**src/rtl/phyb_pkg.sv**
```systemverilog
package phyb_pkg;

    typedef enum logic [1:0] {
        XS_IDLE = 2'd0,
        XS_WAIT = 2'd1,
        XS_TAIL = 2'd2
    } xfer_state_e;

endpackage

```
**src/rtl/phyb_decode.sv**
```systemverilog
module phyb_decode #(
    parameter int          AW       = 12,
    parameter logic [11:0] CMD_OFS  = 12'h300,
    parameter logic [11:0] DATA_OFS = 12'h304
) (
    input  logic          bus_sel,
    input  logic          bus_we,
    input  logic [AW-1:0] bus_addr,
    output logic          cmd_hit,
    output logic          data_hit,
    output logic          cmd_wr,
    output logic          data_wr
);
    localparam logic [AW-1:0] CMD_A  = AW'(CMD_OFS);
    localparam logic [AW-1:0] DATA_A = AW'(DATA_OFS);

    always_comb begin
        cmd_hit  = (bus_addr == CMD_A);
        data_hit = (bus_addr == DATA_A);
        cmd_wr   = bus_sel && bus_we && cmd_hit;
        data_wr  = bus_sel && bus_we && data_hit;
    end
endmodule

```
**src/rtl/phyb_xfer_fsm.sv**
```systemverilog
module phyb_xfer_fsm
    import phyb_pkg::*;
#(
    parameter int PAW = 8,
    parameter int PDW = 8
) (
    input  logic           clk,
    input  logic           rst_n,
    input  logic           start,
    input  logic           start_wr,
    input  logic [PAW-1:0] start_addr,
    input  logic [PDW-1:0] start_wdata,
    output logic           busy,
    output logic           cur_wr,
    output logic [PAW-1:0] cur_addr,
    output logic           rd_done,
    output logic [PDW-1:0] rd_byte,
    output logic           phy_req,
    output logic           phy_we,
    output logic [PAW-1:0] phy_addr,
    output logic [PDW-1:0] phy_wdata,
    input  logic [PDW-1:0] phy_rdata,
    input  logic           phy_ready
);
    typedef struct packed {
        xfer_state_e    st;
        logic           wr;
        logic [PAW-1:0] addr;
        logic [PDW-1:0] wdat;
    } xfer_regs_t;

    xfer_regs_t r_d, r_q;

    always_comb begin
        r_d     = r_q;
        rd_done = 1'b0;
        case (r_q.st)
            XS_IDLE: begin
                if (start) begin
                    r_d.st   = XS_WAIT;
                    r_d.wr   = start_wr;
                    r_d.addr = start_addr;
                    r_d.wdat = start_wdata;
                end
            end
            XS_WAIT: begin
                if (phy_ready) begin
                    r_d.st  = XS_TAIL;
                    rd_done = !r_q.wr;
                end
            end
            XS_TAIL: r_d.st = XS_IDLE;
            default: r_d.st = XS_IDLE;
        endcase
    end

    always_ff @(posedge clk) begin
        if (!rst_n) begin
            r_q <= '{st: XS_IDLE, wr: 1'b0, addr: '0, wdat: '0};
        end else begin
            r_q <= r_d;
        end
    end

    assign busy      = (r_q.st != XS_IDLE);
    assign cur_wr    = r_q.wr;
    assign cur_addr  = r_q.addr;
    assign rd_byte   = phy_rdata;
    assign phy_req   = (r_q.st == XS_WAIT);
    assign phy_we    = r_q.wr;
    assign phy_addr  = r_q.addr;
    assign phy_wdata = r_q.wdat;

    // request held with stable payload while the PHY stalls
    assert_req_hold_R6: assert property (@(posedge clk) disable iff (!rst_n)
        (phy_req && !phy_ready) |=> (phy_req && $stable(phy_addr)
                                     && $stable(phy_we) && $stable(phy_wdata)));

    // request drops after the handshake, busy one cycle later
    assert_busy_tail_R7: assert property (@(posedge clk) disable iff (!rst_n)
        (phy_req && phy_ready) |=> (busy && !phy_req) ##1 !busy);

    // a command while busy leaves the latched command untouched
    assert_busy_ignore_R8: assert property (@(posedge clk) disable iff (!rst_n)
        (start && busy) |=> ($stable(cur_addr) && $stable(cur_wr)));

    // a request only starts from an accepted command
    assert_req_origin_R6: assert property (@(posedge clk) disable iff (!rst_n)
        $rose(phy_req) |-> $past(start));
endmodule

```
**src/rtl/phyb_bridge.sv**
```systemverilog
module phyb_bridge #(
    parameter int          BUS_AW   = 12,
    parameter int          BUS_DW   = 16,
    parameter int          PHY_AW   = 8,
    parameter int          PHY_DW   = 8,
    parameter logic [11:0] CMD_OFS  = 12'h300,
    parameter logic [11:0] DATA_OFS = 12'h304
) (
    input  logic              clk,
    input  logic              rst_n,
    input  logic              bus_sel,
    input  logic              bus_we,
    input  logic [BUS_AW-1:0] bus_addr,
    input  logic [BUS_DW-1:0] bus_wdata,
    output logic [BUS_DW-1:0] bus_rdata,
    output logic              phy_req,
    output logic              phy_we,
    output logic [PHY_AW-1:0] phy_addr,
    output logic [PHY_DW-1:0] phy_wdata,
    input  logic [PHY_DW-1:0] phy_rdata,
    input  logic              phy_ready
);
    localparam int WR_BIT   = PHY_AW;
    localparam int BUSY_BIT = PHY_AW + 1;

    logic              cmd_hit, data_hit, cmd_wr, data_wr;
    logic              busy, cur_wr, rd_done;
    logic [PHY_AW-1:0] cur_addr;
    logic [PHY_DW-1:0] rd_byte;
    logic [BUS_DW-1:0] data_d, data_q;
    logic [BUS_DW-1:0] cmd_word;

    phyb_decode #(
        .AW(BUS_AW), .CMD_OFS(CMD_OFS), .DATA_OFS(DATA_OFS)
    ) dec_i (
        .bus_sel (bus_sel),
        .bus_we  (bus_we),
        .bus_addr(bus_addr),
        .cmd_hit (cmd_hit),
        .data_hit(data_hit),
        .cmd_wr  (cmd_wr),
        .data_wr (data_wr)
    );

    phyb_xfer_fsm #(.PAW(PHY_AW), .PDW(PHY_DW)) xfer_i (
        .clk        (clk),
        .rst_n      (rst_n),
        .start      (cmd_wr),
        .start_wr   (bus_wdata[WR_BIT]),
        .start_addr (bus_wdata[PHY_AW-1:0]),
        .start_wdata(data_q[PHY_DW-1:0]),
        .busy       (busy),
        .cur_wr     (cur_wr),
        .cur_addr   (cur_addr),
        .rd_done    (rd_done),
        .rd_byte    (rd_byte),
        .phy_req    (phy_req),
        .phy_we     (phy_we),
        .phy_addr   (phy_addr),
        .phy_wdata  (phy_wdata),
        .phy_rdata  (phy_rdata),
        .phy_ready  (phy_ready)
    );

    always_comb begin
        data_d = data_q;
        if (rd_done) begin
            data_d               = '0;
            data_d[PHY_DW-1:0]   = rd_byte;
        end else if (data_wr) begin
            data_d = bus_wdata;
        end
    end

    always_ff @(posedge clk) begin
        if (!rst_n) data_q <= '0;
        else        data_q <= data_d;
    end

    always_comb begin
        cmd_word                 = '0;
        cmd_word[PHY_AW-1:0]     = cur_addr;
        cmd_word[WR_BIT]         = cur_wr;
        cmd_word[BUSY_BIT]       = busy;
        if (cmd_hit)       bus_rdata = cmd_word;
        else if (data_hit) bus_rdata = data_q;
        else               bus_rdata = '0;
    end

    // an accepted command shows busy on the next cycle
    assert_busy_set_R3: assert property (@(posedge clk) disable iff (!rst_n)
        (cmd_wr && !busy) |=> busy);

    // read completion lands in the low byte, upper byte zero
    assert_rd_land_R5: assert property (@(posedge clk) disable iff (!rst_n)
        (phy_req && phy_ready && !phy_we) |=>
            (data_q == BUS_DW'($past(phy_rdata))));

    // unmapped writes leave the data register alone
    assert_unmapped_R9: assert property (@(posedge clk) disable iff (!rst_n)
        (bus_sel && bus_we && !cmd_hit && !data_hit && !phy_req) |=> $stable(data_q));
endmodule

```
**config.mk**
```make
export PLATFORM = sky130hd
export DESIGN_NAME = phyb_bridge
export DESIGN_NICKNAME = d
export VERILOG_FILES = /design/src/rtl/phyb_pkg.sv /design/src/rtl/phyb_decode.sv /design/src/rtl/phyb_xfer_fsm.sv /design/src/rtl/phyb_bridge.sv
export SDC_FILE = /design/constraint.sdc
export NUM_CORES = 1
export LEC_CHECK = 0
export BUFFER_PORTS_ARGS = -buffer_cell sky130_fd_sc_hd__buf_2
export CAP_MARGIN = 20
export CORE_MARGIN = 1
export CORE_UTILIZATION = 45
export CTS_CLUSTER_SIZE = 20
export DETAILED_ROUTE_END_ITERATION = 12
export PLACE_DENSITY = 0.78
export REMOVE_ABC_BUFFERS = 1
export SYNTH_ARGS = -nofsm -noshare
export SYNTH_HDL_FRONTEND = slang
export SYNTH_SLANG_ARGS = --single-unit
```
**constraint.sdc**
```tcl
create_clock -name clk -period 2.75 [get_ports clk]
set_input_delay 0.55 -clock clk [delete_from_list [all_inputs] [get_ports clk]]
set_output_delay 0.55 -clock clk [all_outputs]
set_load 0.01 [all_outputs]
```
==> results of run 1 <==
worst max-delay path by stage:
stage | endpoint | from | depth (start not counted) | slack, ps
2_1_floorplan | bus_rdata[0] | bus_addr[11] | 4 | 620
3_3_place_gp | bus_rdata[8] | bus_addr[11] | 6 | 210
3_5_place_dp | bus_rdata[6] | bus_addr[11] | 6 | 170
4_1_cts | bus_rdata[6] | bus_addr[11] | 6 | 170
5_1_grt | bus_rdata[6] | bus_addr[11] | 6 | 90
6_report | bus_rdata[6] | bus_addr[11] | 6 | 160
final cells by class:
class | instances | share of cell area (%)
Clock buffer | 8 | 4.76
Inverter | 1 | 0.178
Multi-Input combinational cell | 125 | 41.3
Sequential cell | 35 | 33.3
Tap cell | 48 | 2.85
Timing Repair Buffer | 74 | 17.6
worst min-delay path: stages (launching register included):
cell and delay, ps:
dfxtp_1 310, nand2_1 60, a21boi_2 40
power by group:
| part | switching (W) | internal (W) | leakage, nW |
|---|---|---|---|
| clock network | 0.000170 | 0.000228 | 0.0515 |
| logic | 0.0000248 | 0.0000293 | 0.721 |
| registers | 0.0000000166 | 0.000507 | 0.282 |
| total | 0.000195 | 0.000764 | 1.05 |
flip-flops by register name, summed over array words and instances, names as in the netlist:
name              cells
data_q               16
xfer_i.cur_addr       8
xfer_i.cur_wr         1
xfer_i.phy_wdata      8
xfer_i.r_q            2
cell families after synthesis:
family | share of synthesized area (%)
simple gates | 20.8
compound gates | 18.9
flops | 39.8
buf+inv | 10.7
mux | 9.67
cells in the mapped netlist (4+ instances only):
cell / n / area share [%]
a21boi_0: 6 / 2.6
and2_1: 6 / 2.1
nand2_1: 33 / 7.0
o21ai_0: 8 / 2.3
dfxtp_1: 35 / 40
mux2i_1: 17 / 9.7
buf_4: 17 / 7.3
a21boi_2: 10 / 6.4
nor2_1: 8 / 1.7
a21oi_1: 8 / 2.3
a22o_1: 10 / 5.0
clkbuf_1: 4 / 0.85
metrics by stage:
| step | power [W] | setup WS [ps] |
|---|---|---|
| after floorplan | 0.000534 | 619 |
| after CTS | 0.000972 | 168 |
| final | 0.000959 | 158 |
| after global routing | 0.000998 | 86.8 |
| after global placement | 0.000572 | 207 |
| after detailed placement | 0.000572 | 168 |
per-layer routing:
metal  up-vias  part of all wire, %  global-route usage [%]  routed length [um]
li1        746                    -                       -                   -
met1       681                   47                    24.4                1780
met2        45                   46                    32.8                1740
met3         5                  5.2                    5.11                 194
met4         0                 0.96                    6.39                  36
met5         -                    0                       0                   0
==> impl_metrics.toml, run 1 <==
[grt]
grt_usage_pct = 19.6
grt_pass1_vias = 1403
grt_pass1_wl_mm = 6.27
grt_max_degree = 29
overflow = 0
antenna_found_initial = 0

[routing]
drt_wl_total_mm = 3.75
drcViolationCount = 0
final_antenna_net_count = 0
routed_via_density = 5.08
wl_per_cell_um = 12.9
drt_iter0_drc = 95
drtPass1Iterations = 6
via_count = 1477

[timing]
finalSetupViolations = 0
min_period_ps = 2590
rsz0062_at_grt = "false"
period_share_pct = 94.3
slew_headroom_pct = 60.0
report.final.slew_viol_count = 0
holdWs_ps = 456
hold_viol = 0
fin_skew_ps = 2.34
fin_tns_setup_ps = 0
fmax_mhz = 386
worst_pin_slew_ps = 600

[setup_path]
crit_path_start_kind = "input port"
max_stage_delay_ps = 430
critPathArrivalTime_ps = 2040
worst-r2r-cell-count = 4
crit_family = "simple AND/OR/NAND/NOR gates"
end_kind = "primary output"
cp.required_ps = 2200
worstSetupPathType = "in -> out"
cpMostUsedCell = "buf_2"
reg2reg_to = "xfer_i.cur_addr[0]"
cp_cell_sequence = "buf_2 -> nor4_4 -> nand3_2 -> nor2_4 -> a22o_1 -> buf_2"
r2r_slack_ps = 980
crit_fanout = 16
slowest_stage = "nor4_4"
r2r_start = "xfer_i.r_q[18]"
crit_buf_inv = 2

[synth]
synth_edf_count = 0
synthArstFlopShare_pct = 0
yosysWarnings = 0
synth_cells = 186
ys_ff_latch = 35
yosysSeqAreaShare_pct = 39.8
synth-main-ff-cell = "dfxtp_1"
avgSynthCellArea_um2 = 9.46
synth_area_mm2 = 0.00176
synth.distinct_cells = 32

[die]
io_pins = 75
die_x_um = 64.5
core_area_mm2 = 0.00372
initial_utilization_pct = 47.3
row_count = 22
die_y_um = 64.5
die_area_mm2 = 0.00416

[clocking]
clkLatencyLatePin_ps = 270
cts.repair.resized = 0
cts_tree = "built"
htreeDepth = 2
clockRootBuffer = "clkbuf_8"
path_clk_slew_ps = 70
cts_setup_buffers = 0
cts.hold.buffers_added = 0
numCtsBuffers = 5
cts_max_path_buffers = 2
cts.sinks = 35

[layout]
syn_to_final_growth_pct = 19.6
final_area_mm2 = 0.00210
multi_input_area_um2 = 870
utilization_pct = 56.6
layoutNonFillerInstCount = 291
final_common_cell = "buf_2"
diodes = 0
regArea_um2 = 701
final_cell_mix = "74 x buf_2, 35 x dfxtp_1, 33 x nand2_1, 17 x mux2i_1"
drive_above_1_share_pct = 40.7
final_nets = 283
n_fill_cell = 355

[place]
port_buffers = 74
place_area_mm2 = 0.00200
dpl.cell_count = 283
place_hpwl_mm = 2.57
gp_congestion = 0.708

[power_and_ir_drop]
powerDensity_mw_per_mm2 = 456
leakagePower_nw = 1.05
peakVddDrop_uv = 258

[flow_run]
max_cap_violations = 0

[worst_hold_path]
worstHoldStart = "xfer_i.phy_wdata[1]"
hold-path-endpoint = "xfer_i.phy_wdata[1]"
hold_path.class = "reg -> reg"
whs_path_depth = 2

[status]
status = "complete, no violations"
No activity file was read; power rests on OpenSTA's default activity.
==> run 2: changes to the inputs <==
--- a/config.mk
+++ b/config.mk
@@ -14,4 +14,5 @@
 export PLACE_DENSITY = 0.78
 export REMOVE_ABC_BUFFERS = 1
+export SKIP_LAST_GASP = 1
 export SYNTH_ARGS = -nofsm -noshare
 export SYNTH_HDL_FRONTEND = slang
==> constraint.sdc (replaced) <==
create_clock -name clk -period 2.75 [get_ports clk]
set_input_delay 0.55 -clock clk [delete_from_list [all_inputs] [get_ports clk]]
set_output_delay 0.55 -clock clk [all_outputs]
set_load 0.005 [all_outputs]
==> run 2 against run 1 <==
Effect of this change:
- power shrank 5.4%
- utilization shrank 0.44 points
- largest power group unchanged
- highest routed layer unchanged
- setup slack gained 33 ps
- clock power shrank 13%
- count of clock-buffer cells in the layout shrank 3
- die area is the same
- cell count is the same
- sequential power is essentially flat
- register-to-register slack gained 50 ps
- maximum frequency grew 1.3%
- design area shrank 0.77%
==> impl_metrics.toml, run 2 (synthesized netlist as in run 1, its figures left out) <==
[status]
status = "complete, no violations"

[layout]
diodes = 0
syn_to_final_growth_pct = 18.7
drive_above_1_share_pct = 41.2
final_area_mm2 = 0.00209
final_nets = 283
utilization_pct = 56.2
regMostFlops = "data_q"
final_common_cell = "buf_2"
final_cell_mix = "74 x buf_2, 35 x dfxtp_1, 33 x nand2_1, 17 x mux2i_1"
largest_reg_flops = 16

[clocking]
clkLatencyLatePin_ps = 280
cts_max_path_buffers = 2
cts.repair.resized = 0
numCtsBuffers = 5
cts_setup_buffers = 0
htreeDepth = 2
cts_tree = "built"
path_clk_slew_ps = 70
cts.hold.buffers_added = 0
clockRootBuffer = "clkbuf_8"
cts.sinks = 35

[timing]
holdWs_ps = 455
fmax_mhz = 391
min_period_ps = 2560
report.final.slew_viol_count = 0
slew_headroom_pct = 59.9
fin_tns_setup_ps = 0
finalSetupViolations = 0
hold_viol = 0
worst_pin_slew_ps = 600
fin_skew_ps = 3.69
rsz0062_at_grt = "false"
period_share_pct = 93.1

[grt]
grt_pass1_vias = 1376
antenna_found_initial = 0
grt_max_degree = 29
grt_usage_pct = 19.6
grt_pass1_wl_mm = 6.15
overflow = 0

[place]
port_buffers = 74
gp_congestion = 0.710
place_area_mm2 = 0.00200
place_hpwl_mm = 2.52

[setup_path]
end_kind = "primary output"
crit_fanout = 16
cpMostUsedCell = "buf_2"
max_stage_delay_ps = 430
crit_path_start_kind = "input port"
worstSetupPathType = "in -> out"
cp.required_ps = 2200
critPathArrivalTime_ps = 2010
slowest_stage = "nor4_4"
cp_cell_sequence = "buf_2 -> nor4_4 -> nand3_2 -> nor2_4 -> a22o_1 -> buf_2"

[routing]
drtPass1Iterations = 6
drcViolationCount = 0
drt_iter0_drc = 87
via_count = 1444
routed_via_density = 4.96
drt_wl_total_mm = 3.70
wl_per_cell_um = 12.7
final_antenna_net_count = 0

[power_and_ir_drop]
peakVddDrop_uv = 239
p_total_w = 0.000907
leakagePower_nw = 1.05
powerDensity_mw_per_mm2 = 434

[die]
die_area_mm2 = 0.00416
core_area_mm2 = 0.00372
die_x_um = 64.5
initial_utilization_pct = 47.3
row_count = 22
die_y_um = 64.5
io_pins = 75

[worst_hold_path]
hold_path.class = "reg -> reg"

[flow_run]
max_cap_violations = 0
run 2: cell types whose count changed in the layout (fill, tap and decap cells not counted):
cell / previous run / this run
clkbuf_1: 1 / 0
clkbuf_8: 7 / 5
clkinv_2: 0 / 3
run 2: final timing paths:
check / from / end / slack (ps) / depth (start not counted)
hold reg to reg: xfer_i.phy_wdata[7] / xfer_i.phy_wdata[7] / 460 / 2
setup / recovery: bus_addr[11] / bus_rdata[8] / 190 / 6
setup reg to reg: xfer_i.r_q[18] / xfer_i.phy_wdata[2] / 1030 / 4
hold / removal: xfer_i.phy_wdata[7] / xfer_i.phy_wdata[7] / 460 / 2
run 2: through the flow:
stage	setup slack (ps)	instances
finish	191	291
floorplan	653	161
detailed placement	193	283
CTS	182	291
global placement	224	283
global route	79.3	291
run 2: per-layer routing:
layer / vias up / GRT usage (%) / share of wire (%)
met1: 652 / 24.6 / 45
li1: 740 / - / -
met3: 6 / 5.99 / 5.7
met5: - / 0 / 0
met2: 46 / 32.2 / 48
met4: 0 / 5.83 / 1.3
run 2: area by class of cell:
| cell class | count | area [um^2] |
|---|---|---|
| well taps | 48 | 60.1 |
| fillers | 357 | 1630 |
| inverters | 1 | 3.75 |
| flip-flops and latches | 35 | 701 |
| clock buffers | 5 | 68.8 |
| clock inverters | 3 | 15.0 |
| multi-input cells | 125 | 870 |
| repair buffers | 74 | 370 |
run 2: power by group:
part | switching [W] | internal [W]
combinational | 0.0000246 | 0.0000293
sequential | 0.0000000167 | 0.000507
clock | 0.000174 | 0.000173
run 2: critical path: cells and delay by family:
family | cells | cell delay (ps)
AND/OR/NAND/NOR | 3 | 1000
AO/OA/AOI/OAI | 1 | 230
buffers and inverters | 2 | 220
==> run 3: changes to the inputs <==
BUFFER_PORTS_ARGS = -buffer_cell sky130_fd_sc_hd__clkbuf_2   (was -buffer_cell sky130_fd_sc_hd__buf_2)
==> run 3 against run 2 <==
Effect of this change:
- via count is 1.3% higher
- non-clock buffer count stayed put
- sequential share of layout area is 0.060 points lower
- power is 1.7% higher
- critical path type unchanged
- critical endpoint is now bus_rdata[6]
- largest power group unchanged
==> impl_metrics.toml, run 3 (synthesized netlist as in run 1, its figures left out) <==
[setup_path]
crit_path_start_kind = "input port"
cp.required_ps = 2200
crit_family = "simple AND/OR/NAND/NOR gates"
end_kind = "primary output"
cpMostUsedCell = "clkbuf_2"
worstSetupPathType = "in -> out"
critPathArrivalTime_ps = 2020
max_stage_delay_ps = 460
slowest_stage = "nor3_1"
crit_buf_inv = 2
cp_cell_sequence = "clkbuf_2 -> nor3_1 -> nand3_2 -> nor2_4 -> a22o_1 -> clkbuf_2"
crit_fanout = 16

[timing]
slew_headroom_pct = 57.1
fin_skew_ps = 5.59
fmax_mhz = 389
finalSetupViolations = 0
report.final.slew_viol_count = 0
fin_tns_setup_ps = 0
period_share_pct = 93.5
hold_viol = 0
rsz0062_at_grt = "false"
min_period_ps = 2570
worst_pin_slew_ps = 641

[grt]
antenna_found_initial = 0
grt_max_degree = 29
grt_pass1_wl_mm = 6.27
grt_pass1_vias = 1441
overflow = 0
grt_usage_pct = 19.9

[status]
status = "complete, no violations"

[layout]
final_nets = 283
regArea_um2 = 701
drive_above_1_share_pct = 40.9
regMostFlops = "data_q"
multi_input_area_um2 = 870
final_common_cell = "clkbuf_2"
diodes = 0
n_fill_cell = 371
largest_reg_flops = 16
syn_to_final_growth_pct = 18.9
final_cell_mix = "74 x clkbuf_2, 35 x dfxtp_1, 33 x nand2_1, 17 x mux2i_1"

[flow_run]
max_cap_violations = 0

[die]
io_pins = 75
initial_utilization_pct = 47.3
die_y_um = 64.5
row_count = 22
die_x_um = 64.5
core_area_mm2 = 0.00372
die_area_mm2 = 0.00416

[clocking]
cts_setup_buffers = 0
clockRootBuffer = "clkbuf_8"
htreeDepth = 2
cts_tree = "built"
cts.repair.resized = 0
cts_max_path_buffers = 2
cts.hold.buffers_added = 0
path_clk_slew_ps = 70
numCtsBuffers = 5
cts.sinks = 35
clkLatencyLatePin_ps = 280

[routing]
wl_per_cell_um = 12.6
drt_wl_total_mm = 3.64
drt_iter0_drc = 36
final_antenna_net_count = 0
drtPass1Iterations = 4
routed_via_density = 5.04
drcViolationCount = 0
via_count = 1463

[power_and_ir_drop]
peakVddDrop_uv = 286
leakagePower_nw = 1.03
powerDensity_mw_per_mm2 = 441
p_total_w = 0.000922

[worst_hold_path]
hold_path.class = "reg -> reg"

[place]
place_hpwl_mm = 2.56
port_buffers = 74
gp_congestion = 0.729
-- run 3: cell types whose count changed in the layout (fill, tap and decap cells not counted) --
cell / delta
buf_2: -74
clkbuf_2: +74
clkbuf_8: +1
clkinv_2: -2
-- run 3: report_power, final --
part           switching [W]  leakage [nW]  internal, W
combinational      0.0000245         0.697    0.0000294
sequential      0.0000000168         0.282     0.000507
clock               0.000165        0.0470     0.000196
total               0.000190          1.03     0.000732
-- run 3: final timing paths --
path,slack [ps],depth (start not counted),startpoint,endpoint
setup / recovery,180,6,bus_addr[3],bus_rdata[6]
hold / removal,460,2,xfer_i.phy_wdata[7],xfer_i.phy_wdata[7]
setup reg to reg,1000,4,xfer_i.r_q[17],data_q[12]
hold reg to reg,460,2,xfer_i.phy_wdata[7],xfer_i.phy_wdata[7]
-- run 3: worst min-delay path, stage by stage (launching register included) --
cell and delay [ps]:
dfxtp_1 310, nand2_1 60, a21boi_2 40
-- run 3: final cells by class --
cell class / count / share of cell area, %
inverters: 1 / 0.179
multi-input cells: 125 / 41.6
repair buffers: 74 / 17.7
well taps: 48 / 2.87
clock buffers: 6 / 3.95
flip-flops and latches: 35 / 33.5
clock inverters: 1 / 0.239
-- run 3: metal layers --
metal / wire length [um] / global-route usage [%] / part of all wire, %
met1: 1730 / 24.5 / 47
met3: 205 / 4.05 / 5.6
met4: 57 / 8.33 / 1.6
met5: 0 / 0 / 0
met2: 1650 / 33.4 / 45
-- run 3: per-stage QoR --
stage               util [%]  area (um^2)  instances  hold slack [ps]  setup slack (ps)
floorplan                  -         1570        161              455               653
global placement        53.9         2000        283              445               229
detailed placement      53.9         2000        283              451               178
CTS                     56.3         2090        290              460               157
global route            56.3         2090        290              491              48.1
finish                  56.3         2090        290              457               180
